`src/rtl/pwr_trk_pkg.sv`:
```
package pwr_trk_pkg;

   typedef enum logic [1:0] {
      VSRC_SUPPLY_0 = 2'b00,
      VSRC_SUPPLY_1 = 2'b01,
      VSRC_GPIO_0   = 2'b10,
      VSRC_GPIO_1   = 2'b11
   } vsrc_e;

   // Upper bit of the source code selects the GPIO factor.
   function automatic logic vsrc_is_gpio(input vsrc_e sel);
      return (sel == VSRC_GPIO_0) || (sel == VSRC_GPIO_1);
   endfunction

endpackage

```
`src/rtl/pwr_src_sel.sv`:
```
module pwr_src_sel
   import pwr_trk_pkg::*;
#(
   parameter int CODE_W = 12
) (
   input  logic [1:0]        sel,
   input  logic [CODE_W-1:0] supply_in,
   input  logic [CODE_W-1:0] gpio_in,
   output logic [CODE_W-1:0] volt_out
);

   vsrc_e sel_e;

   always_comb begin
      sel_e    = vsrc_e'(sel);
      volt_out = vsrc_is_gpio(sel_e) ? gpio_in : supply_in;
   end

endmodule

```
`src/rtl/pwr_mul.sv`:
```
module pwr_mul #(
   parameter int CODE_W    = 12,
   parameter int P_W       = 24,
   parameter bit SHIFT_ADD = 1'b0
) (
   input  logic [CODE_W-1:0] volt,
   input  logic [CODE_W-1:0] curr,
   output logic [P_W-1:0]    prod
);

   generate
      if (SHIFT_ADD) begin : g_shift_add
         always_comb begin
            prod = '0;
            for (int b = 0; b < CODE_W; b++) begin
               if (curr[b]) prod = prod + (P_W'(volt) << b);
            end
         end
      end else begin : g_direct
         always_comb prod = P_W'(volt) * P_W'(curr);
      end
   endgenerate

endmodule

```
`src/rtl/pwr_track.sv`:
```
module pwr_track #(
   parameter int P_W = 24
) (
   input  logic           clk,
   input  logic           rst_n,
   input  logic           smp_vld,
   input  logic [P_W-1:0] prod,
   input  logic           peak_clr,
   input  logic           flag_clr,
   input  logic           thr_ld,
   input  logic [P_W-1:0] thr_hi_in,
   input  logic [P_W-1:0] thr_lo_in,
   output logic [P_W-1:0] power,
   output logic [P_W-1:0] pmax,
   output logic [P_W-1:0] pmin,
   output logic           over,
   output logic           under
);

   localparam logic [P_W-1:0] ALL_ONES = {P_W{1'b1}};

   logic [P_W-1:0] thr_hi_q, thr_lo_q;
   logic           over_hit, under_hit;

   always_comb begin
      over_hit  = smp_vld && (prod > thr_hi_q);
      under_hit = smp_vld && (prod < thr_lo_q);
   end

   always_ff @(posedge clk or negedge rst_n) begin
      if (!rst_n) begin
         thr_hi_q <= ALL_ONES;
         thr_lo_q <= '0;
      end else if (thr_ld) begin
         thr_hi_q <= thr_hi_in;
         thr_lo_q <= thr_lo_in;
      end
   end

   always_ff @(posedge clk or negedge rst_n) begin
      if (!rst_n) begin
         power <= '0;
      end else if (smp_vld) begin
         power <= prod;
      end
   end

   always_ff @(posedge clk or negedge rst_n) begin
      if (!rst_n) begin
         pmax <= '0;
         pmin <= ALL_ONES;
      end else if (peak_clr) begin
         pmax <= '0;
         pmin <= ALL_ONES;
      end else if (smp_vld) begin
         if (prod > pmax) pmax <= prod;
         if (prod < pmin) pmin <= prod;
      end
   end

   always_ff @(posedge clk or negedge rst_n) begin
      if (!rst_n) begin
         over  <= 1'b0;
         under <= 1'b0;
      end else begin
         over  <= over_hit  | (over  & ~flag_clr);
         under <= under_hit | (under & ~flag_clr);
      end
   end

   AST_POWER_HOLD: assert property (@(posedge clk) disable iff (!rst_n)
      !smp_vld |=> $stable(power));
   AST_PEAK_RESTART: assert property (@(posedge clk) disable iff (!rst_n)
      peak_clr |=> (pmax == '0) && (pmin == ALL_ONES));
   AST_MAX_NO_DROP: assert property (@(posedge clk) disable iff (!rst_n)
      !peak_clr |=> pmax >= $past(pmax));
   AST_MIN_NO_RISE: assert property (@(posedge clk) disable iff (!rst_n)
      !peak_clr |=> pmin <= $past(pmin));
   AST_OVER_SET: assert property (@(posedge clk) disable iff (!rst_n)
      (smp_vld && (prod > thr_hi_q)) |=> over);
   AST_UNDER_SET: assert property (@(posedge clk) disable iff (!rst_n)
      (smp_vld && (prod < thr_lo_q)) |=> under);
   AST_FLAG_STICKY: assert property (@(posedge clk) disable iff (!rst_n)
      (over && !flag_clr) |=> over);

endmodule

```
`src/rtl/pwr_peak_tracker.sv`:
```
module pwr_peak_tracker #(
   parameter int NUM_CH    = 2,
   parameter int CODE_W    = 12,
   parameter int P_W       = 24,
   parameter bit SHIFT_ADD = 1'b0
) (
   input  logic                     clk,
   input  logic                     rst_n,
   input  logic                     sample_vld,
   input  logic [1:0]               vsrc_sel,
   input  logic [NUM_CH*CODE_W-1:0] supply_code,
   input  logic [NUM_CH*CODE_W-1:0] gpio_code,
   input  logic [NUM_CH*CODE_W-1:0] isense_code,
   input  logic                     peak_clr,
   input  logic                     flag_clr,
   input  logic                     thr_load,
   input  logic [NUM_CH*P_W-1:0]    thr_upper,
   input  logic [NUM_CH*P_W-1:0]    thr_lower,
   output logic [NUM_CH*P_W-1:0]    power,
   output logic [NUM_CH*P_W-1:0]    power_max,
   output logic [NUM_CH*P_W-1:0]    power_min,
   output logic [NUM_CH-1:0]        over_flag,
   output logic [NUM_CH-1:0]        under_flag
);

   generate
      if (P_W != 2*CODE_W) begin : g_bad_width
         $error("pwr_peak_tracker: P_W must equal 2*CODE_W");
      end
      if (NUM_CH < 1) begin : g_bad_count
         $error("pwr_peak_tracker: NUM_CH must be at least 1");
      end
   endgenerate

   generate
      for (genvar ch = 0; ch < NUM_CH; ch++) begin : g_ch
         logic [CODE_W-1:0] volt;
         logic [P_W-1:0]    prod;

         pwr_src_sel #(.CODE_W(CODE_W)) u_sel (
            .sel       (vsrc_sel),
            .supply_in (supply_code[ch*CODE_W +: CODE_W]),
            .gpio_in   (gpio_code[ch*CODE_W +: CODE_W]),
            .volt_out  (volt)
         );

         pwr_mul #(.CODE_W(CODE_W), .P_W(P_W), .SHIFT_ADD(SHIFT_ADD)) u_mul (
            .volt (volt),
            .curr (isense_code[ch*CODE_W +: CODE_W]),
            .prod (prod)
         );

         pwr_track #(.P_W(P_W)) u_trk (
            .clk       (clk),
            .rst_n     (rst_n),
            .smp_vld   (sample_vld),
            .prod      (prod),
            .peak_clr  (peak_clr),
            .flag_clr  (flag_clr),
            .thr_ld    (thr_load),
            .thr_hi_in (thr_upper[ch*P_W +: P_W]),
            .thr_lo_in (thr_lower[ch*P_W +: P_W]),
            .power     (power[ch*P_W +: P_W]),
            .pmax      (power_max[ch*P_W +: P_W]),
            .pmin      (power_min[ch*P_W +: P_W]),
            .over      (over_flag[ch]),
            .under     (under_flag[ch])
         );
      end
   endgenerate

endmodule

```
`config.mk`:
```
export PLATFORM = sky130hd
export DESIGN_NAME = pwr_peak_tracker
export DESIGN_NICKNAME = d
export VERILOG_FILES = /design/src/rtl/pwr_trk_pkg.sv /design/src/rtl/pwr_src_sel.sv /design/src/rtl/pwr_mul.sv /design/src/rtl/pwr_track.sv /design/src/rtl/pwr_peak_tracker.sv
export SDC_FILE = /design/constraint.sdc
export NUM_CORES = 1
export LEC_CHECK = 0
export BUFFER_PORTS_ARGS = -buffer_cell sky130_fd_sc_hd__buf_2
export CORE_AREA = 10 10 222 224
export DETAILED_ROUTE_END_ITERATION = 8
export DIE_AREA = 0 0 232 234
export PLACE_DENSITY = 0.78
export SYNTH_ARGS = -nofsm -noshare
export SYNTH_HDL_FRONTEND = slang
export SYNTH_HIERARCHICAL = 1
export SYNTH_SLANG_ARGS = --single-unit
```
`constraint.sdc`:
```
create_clock -name clk -period 2.4 [get_ports clk]
set_clock_uncertainty 0.05 [all_clocks]
set_input_delay 0.12 -clock clk [delete_from_list [all_inputs] [get_ports clk]]
set_output_delay 0.12 -clock clk [all_outputs]
set_load 0.01 [all_outputs]
```
==> results of run 1 <==
==> worst max path at each step <==
stage | cells past startpoint | to | from | slack, ps
5_1_grt | 31 | g_ch[0].u_trk/pmax[9] | vsrc_sel[1] | -4620
6_report | 28 | g_ch[0].u_trk/pmax[20] | vsrc_sel[1] | -4470
3_5_place_dp | 25 | g_ch[1].u_trk/pmax[2] | vsrc_sel[1] | -4870
4_1_cts | 27 | g_ch[1].u_trk/pmax[1] | vsrc_sel[1] | -4140
3_3_place_gp | 25 | g_ch[1].u_trk/pmax[2] | vsrc_sel[1] | -4690
2_1_floorplan | 28 | g_ch[1].u_trk/pmax[18] | vsrc_sel[1] | -4520
==> repair_timing <==
item	in CTS	in global routing
pin swaps	26	155
gates cloned	7	9
setup buffers	7	49
setup endpoints to repair	141	141
hold endpoints to repair	235	0
hold buffers	125	0
gates resized for setup	62	215
==> layout by cell type (no fill, tap or decap), drive strengths merged, types with 9 or more instances in the layout <==
master | netlist | layout
buf | 17 | 744
inv | 474 | 475
nand2 | 325 | 325
ha | 312 | 312
fa | 200 | 200
dfrtp | 148 | 148
o21ai | 144 | 144
dlygate4sd3 | 0 | 125
and2 | 106 | 106
dfstp | 96 | 96
a21oi | 78 | 78
mux2 | 77 | 77
nand3 | 62 | 62
o221a | 48 | 48
a22o | 46 | 46
nor2 | 43 | 43
clkbuf | 89 | 41
a21o | 28 | 28
nand4 | 26 | 26
xnor2 | 24 | 24
o211ai | 14 | 14
and4 | 14 | 14
nand2b | 13 | 13
o31ai | 13 | 13
o21a | 12 | 12
nor3 | 12 | 12
a211oi | 12 | 12
xor2 | 10 | 10
a211o | 9 | 9
nor2b | 9 | 9
==> worst max-delay path, stage by stage <==
cell	delay (ps)
buf_12	110
buf_12	130
buf_4	130
buf_4	140
clkbuf_16	150
mux2_4	360
and2_4	180
fa_2	520
fa_1	440
fa_1	500
fa_1	540
inv_2	40
fa_1	550
inv_2	50
ha_4	290
nand3_4	70
or2_4	280
o311ai_4	330
o31ai_2	120
xnor2_2	410
ha_1	350
and4_4	210
a221oi_4	310
o21ai_4	150
o31ai_4	320
buf_6	160
clkbuf_16	140
a22o_1	170
==> cells in the mapped netlist, types with 4 or more instances <==
cell type  count  area share
inv_1        474       0.075
nand2_1      325       0.051
ha_1         312        0.16
fa_1         200        0.17
dfrtp_1      148        0.16
o21ai_0      130       0.027
and2_1       106       0.028
dfstp_2       96        0.11
clkbuf_1      89       0.014
a21oi_1       76       0.016
nand3_1       62       0.013
mux2_2        56       0.026
o221a_1       48       0.023
a22o_1        46       0.017
nor2_1        43      0.0068
a21o_1        28      0.0088
nand4_1       26      0.0068
xnor2_1       24      0.0088
mux2_4        20       0.013
and4_1        14      0.0051
o211ai_1      14      0.0044
nand2b_1      13      0.0034
a211oi_1      12      0.0038
nor3_1        12      0.0025
o21a_1        12      0.0038
o21ai_1       12      0.0025
buf_2         10      0.0021
o31ai_1       10      0.0031
xor2_1        10      0.0037
a211o_1        9      0.0033
nor2b_1        9      0.0024
a31oi_1        7      0.0018
and3_1         7      0.0018
buf_6          7      0.0033
a311oi_1       6      0.0022
o21bai_1       6      0.0019
or3_1          5      0.0013
a2111oi_0      4      0.0015
a221oi_1       4      0.0015
nor4_1         4      0.0010
==> cell type report <==
cell class,count,area (um^2)
inverter,474,1780
timing repair buffer,875,6770
fill,2683,10800
antenna,8,20.0
sequential,244,6230
multi-input combinational,1721,17700
clock buffer,35,767
clock inverter,13,145
tap,600,751
==> metal layers <==
layer | global-route usage | vias to the layer above | share of wire
met5 | 0 | - | 0.00011
met4 | 0.139 | 2 | 0.070
met3 | 0.0554 | 520 | 0.090
met2 | 0.520 | 1537 | 0.49
met1 | 0.339 | 11400 | 0.35
li1 | - | 10100 | -
==> sequential cells by signal (all words and copies together) (netlist names) <==
signal and count:
g_ch.u_trk/over 2, g_ch.u_trk/pmax 48, g_ch.u_trk/pmin 48, g_ch.u_trk/power 48, g_ch.u_trk/thr_hi_q 48, g_ch.u_trk/thr_lo_q 48
g_ch.u_trk/under 2
==> kinds of logic after synthesis <==
group | share of synthesized area
mux | 0.0395
fa+ha+maj | 0.332
simple gates | 0.126
compound gates | 0.136
flops | 0.261
buf+inv | 0.0940
xor+xnor | 0.0125
==> through the flow <==
stage	cell area, um^2	worst slack (ps)	utilization	cells	hold slack (ps)
after CTS	32500	-4140	0.725	3911	24.8
after floorplan	25300	-4520	-	2539	-226
after global routing	34100	-4620	0.760	3967	53.8
after detailed placement	29900	-4870	0.666	3724	60.3
final	34100	-4470	0.760	3970	53.4
after global placement	29900	-4690	0.666	3724	43.1
==> flow_summary.json, run 1 <==
{
  "clock_latency_ps": 540,
  "hold_path_depth": 2,
  "grtUsageTotal": 0.294,
  "worst_slew_pin_slew_ps": 1000,
  "cp-start-kind": "input pin",
  "root_buffer": "clkbuf_16",
  "synth_edf_count": 0,
  "avgSynthCellArea_um2": 9.39,
  "worstRegToRegCells": 9,
  "rr_startpoint": "g_ch[0].u_trk/pmin[2]",
  "htree_levels": 1,
  "synth_cells": 2539,
  "syn_nets": 3227,
  "drv_slew": 0,
  "ys_ff_latch": 244,
  "yosysWarningCount": 6,
  "synth_cell_types": 67,
  "drtIter0Drc": 2455,
  "drt_wl_total_um": 89500,
  "ant_nets": 0,
  "gp_congestion": 0.920,
  "drc": 54,
  "grt_pass1_wl_um": 129000,
  "syn2layout_area_growth_pct": 43.1,
  "cap_violations": 0,
  "fp.coreArea_um2": 44900,
  "critPathMaxFanout": 7,
  "grt_max_degree": 74,
  "grt_overflow": 0,
  "clockBufferDepth": 3,
  "regToRegSetupSlack_ps": -310,
  "hold_path_end": "g_ch[1].u_trk/thr_hi_q[0]",
  "cts_tree": "built",
  "grt_pass1_vias": 24900,
  "rsz0062_at_grt": "true",
  "setup_viol": 141,
  "setup_tns_ps": -524030,
  "final_nets": 4030,
  "avgRoutedWirePerCell_um": 22.5,
  "cts_sinks": 244,
  "fin_crit_ps": 6870,
  "layout-drive-gt1-share": 0.379,
  "dieArea_um2": 54300,
  "hp-class": "in2reg",
  "antenna_found_initial": 6,
  "violations": "design-rule violations, negative setup slack",
  "required_ps": 2820,
  "hold_viol_final": 0,
  "netlist_area_um2": 23800,
  "r2r-end": "g_ch[0].u_trk/pmin[17]",
  "dieHeight_um": 234,
  "setup_ws_ps": -4470,
  "hold_start": "thr_load",
  "hpwl_um": 58400,
  "min_period_over_period": 2.86,
  "pin_count": 324,
  "status": "finished with violations",
  "ys_seq_area_frac": 0.261,
  "die_w_um": 232,
  "vias": 23600,
  "fmax_mhz": 146,
  "rows": 78,
  "portBuffers": 322,
  "critical_path_class": "in2reg",
  "arrival_ps": 7290,
  "dr.pass1.iters": 9,
  "clkTransAtPathRegs_ps": 70,
  "endpoint_kind": "register",
  "slew_headroom": 0.324,
  "cts_made_buffers": 26,
  "async_flop_share": 1.00,
  "synthFlopType": "dfrtp_1",
  "initial_core_util": 0.531,
  "avgViaCountPerCell": 5.93
}
Power of run 1 is left out: the tool's default activity adds up to more than one toggle a clock period on the data nets, which glitch-free logic cannot reach.
==> run 2: changes to the inputs <==
- GPL_TIMING_DRIVEN: unset -> 0
==> flow_summary.json, run 2 (same netlist as run 1, synthesis figures left out) <==
{
  "min_period_over_period": 2.90,
  "clockBufferDepth": 3,
  "fin_util": 0.736,
  "drt_wl_total_um": 83500,
  "initial_core_util": 0.531,
  "antenna_found_initial": 1,
  "worstRegToRegCells": 10,
  "cp-start-kind": "input pin",
  "endpoint_kind": "register",
  "drv_slew": 0,
  "r2r-end": "g_ch[0].u_trk/pmin[20]",
  "hpwl_um": 56000,
  "layout-drive-gt1-share": 0.316,
  "required_ps": 2770,
  "setup_ws_ps": -4560,
  "grt_pass1_wl_um": 128000,
  "vias": 22600,
  "rows": 78,
  "setup_viol": 140,
  "htree_levels": 1,
  "critPathLaunch": "vsrc_sel[1]",
  "cts_sinks": 244,
  "regToRegSetupSlack_ps": -500,
  "avgRoutedWirePerCell_um": 22.0,
  "grt_overflow": 0,
  "grt_max_degree": 115,
  "syn2layout_area_growth_pct": 38.5,
  "gp_congestion": 0.916,
  "fmax_mhz": 144,
  "grtUsageTotal": 0.293,
  "cts_made_buffers": 26,
  "drtIter0Drc": 1936,
  "worst_slew_pin_slew_ps": 947,
  "pin_count": 324,
  "clkTransAtPathRegs_ps": 60,
  "clock_latency_ps": 540,
  "drc": 0,
  "ant_nets": 0,
  "dieHeight_um": 234,
  "arrival_ps": 7330,
  "dr.pass1.iters": 7,
  "status": "finished with violations",
  "avgViaCountPerCell": 5.94,
  "die_w_um": 232,
  "fin_crit_ps": 6960,
  "most-common-layout-cells": "inv_1, buf_2, nand2_1, ha_1, fa_1",
  "final_nets": 3864,
  "root_buffer": "clkbuf_16",
  "violations": "negative setup slack",
  "dieArea_um2": 54300,
  "portBuffers": 319,
  "fp.coreArea_um2": 44900,
  "final_common_cell": "inv_1",
  "rr_startpoint": "g_ch[0].u_trk/pmin[9]",
  "critical_path_class": "in2reg",
  "critPathMaxFanout": 6,
  "cap_violations": 0,
  "rsz0062_at_grt": "true",
  "cts_tree": "built",
  "slew_headroom": 0.369,
  "hold_viol_final": 0,
  "grt_pass1_vias": 24300,
  "setup_tns_ps": -529030,
  "hp-class": "in2async"
}
run 2: cell types whose count changed in the layout (fill, tap and decap cells not counted), moves of 7 or more:
cell           previous run  this run
ha_4                     58        50
clkbuf_8                  4        14
nand2_2                  21        14
buf_4                   325        77
buf_6                    75        62
xnor2_4                   7        18
xnor2_2                  13         3
dlygate4sd3_1           125       147
a21oi_2                  16         9
clkbuf_1                  3        59
run 2: timing repair:
item / CTS / global route
hold endpoints to repair: 219 / 0
gates resized for setup: 218 / 107
setup endpoints to repair: 140 / 142
setup buffers: 103 / 35
hold buffers: 147 / 0
pin swaps: 108 / 71
cloned: 10 / 4
run 2: critical path: stages:
cell       delay, ps
buf_16           130
buf_12           140
mux2_4           330
clkbuf_16        160
buf_4            160
and2_1           150
fa_1             470
fa_1             530
fa_1             560
fa_1             560
inv_1             60
fa_1             530
inv_1             40
ha_1             400
nand2_1          160
nor2_1            60
a221o_2          440
and4b_1          210
or3_4            380
ha_4             280
and4_4           230
nand4_1          160
o41ai_2          330
inv_1            150
o211a_4          220
clkbuf_16        170
a22o_1           190
run 2: per-stage QoR:
step	instance area [um^2]	worst slack, ps	cells	hold WS (ps)
after floorplan	25300	-4520	2539	-226
after global placement	27600	-5680	3458	284
after detailed placement	27700	-5840	3460	28.8
after CTS	32300	-4370	3762	3.77
after global routing	33000	-4730	3797	63.4
final	33000	-4560	3800	36.0
run 2: layout make-up:
type | instances | area [um^2]
diodes | 4 | 10.0
plain buffers | 104 | 955
clock buffers | 37 | 783
clock inverters | 11 | 119
fillers | 2788 | 11900
inverters | 474 | 1780
multi-input cells | 1715 | 17800
flip-flops and latches | 244 | 6230
well taps | 600 | 751
repair buffers | 611 | 4630
run 2: routing by layer:
layer	share of wire	vias up	track usage	wire length, um
met3	0.083	398	0.0574	6920
met2	0.50	1277	0.510	41600
met5	0	-	0	0
li1	-	9716	-	-
met1	0.36	11200	0.336	29700
met4	0.063	0	0.160	5250
run 2: worst max path at each step:
stage	to	slack (ps)	cells past startpoint
finish	g_ch[1].u_trk/pmax[6]	-4560	27
global route	g_ch[1].u_trk/pmax[8]	-4730	30
CTS	g_ch[1].u_trk/pmax[8]	-4370	29
detailed placement	g_ch[1].u_trk/pmax[8]	-5840	27
global placement	g_ch[1].u_trk/pmax[23]	-5680	28
floorplan	g_ch[1].u_trk/pmax[18]	-4520	28
Power of run 2 is left out for the same reason.
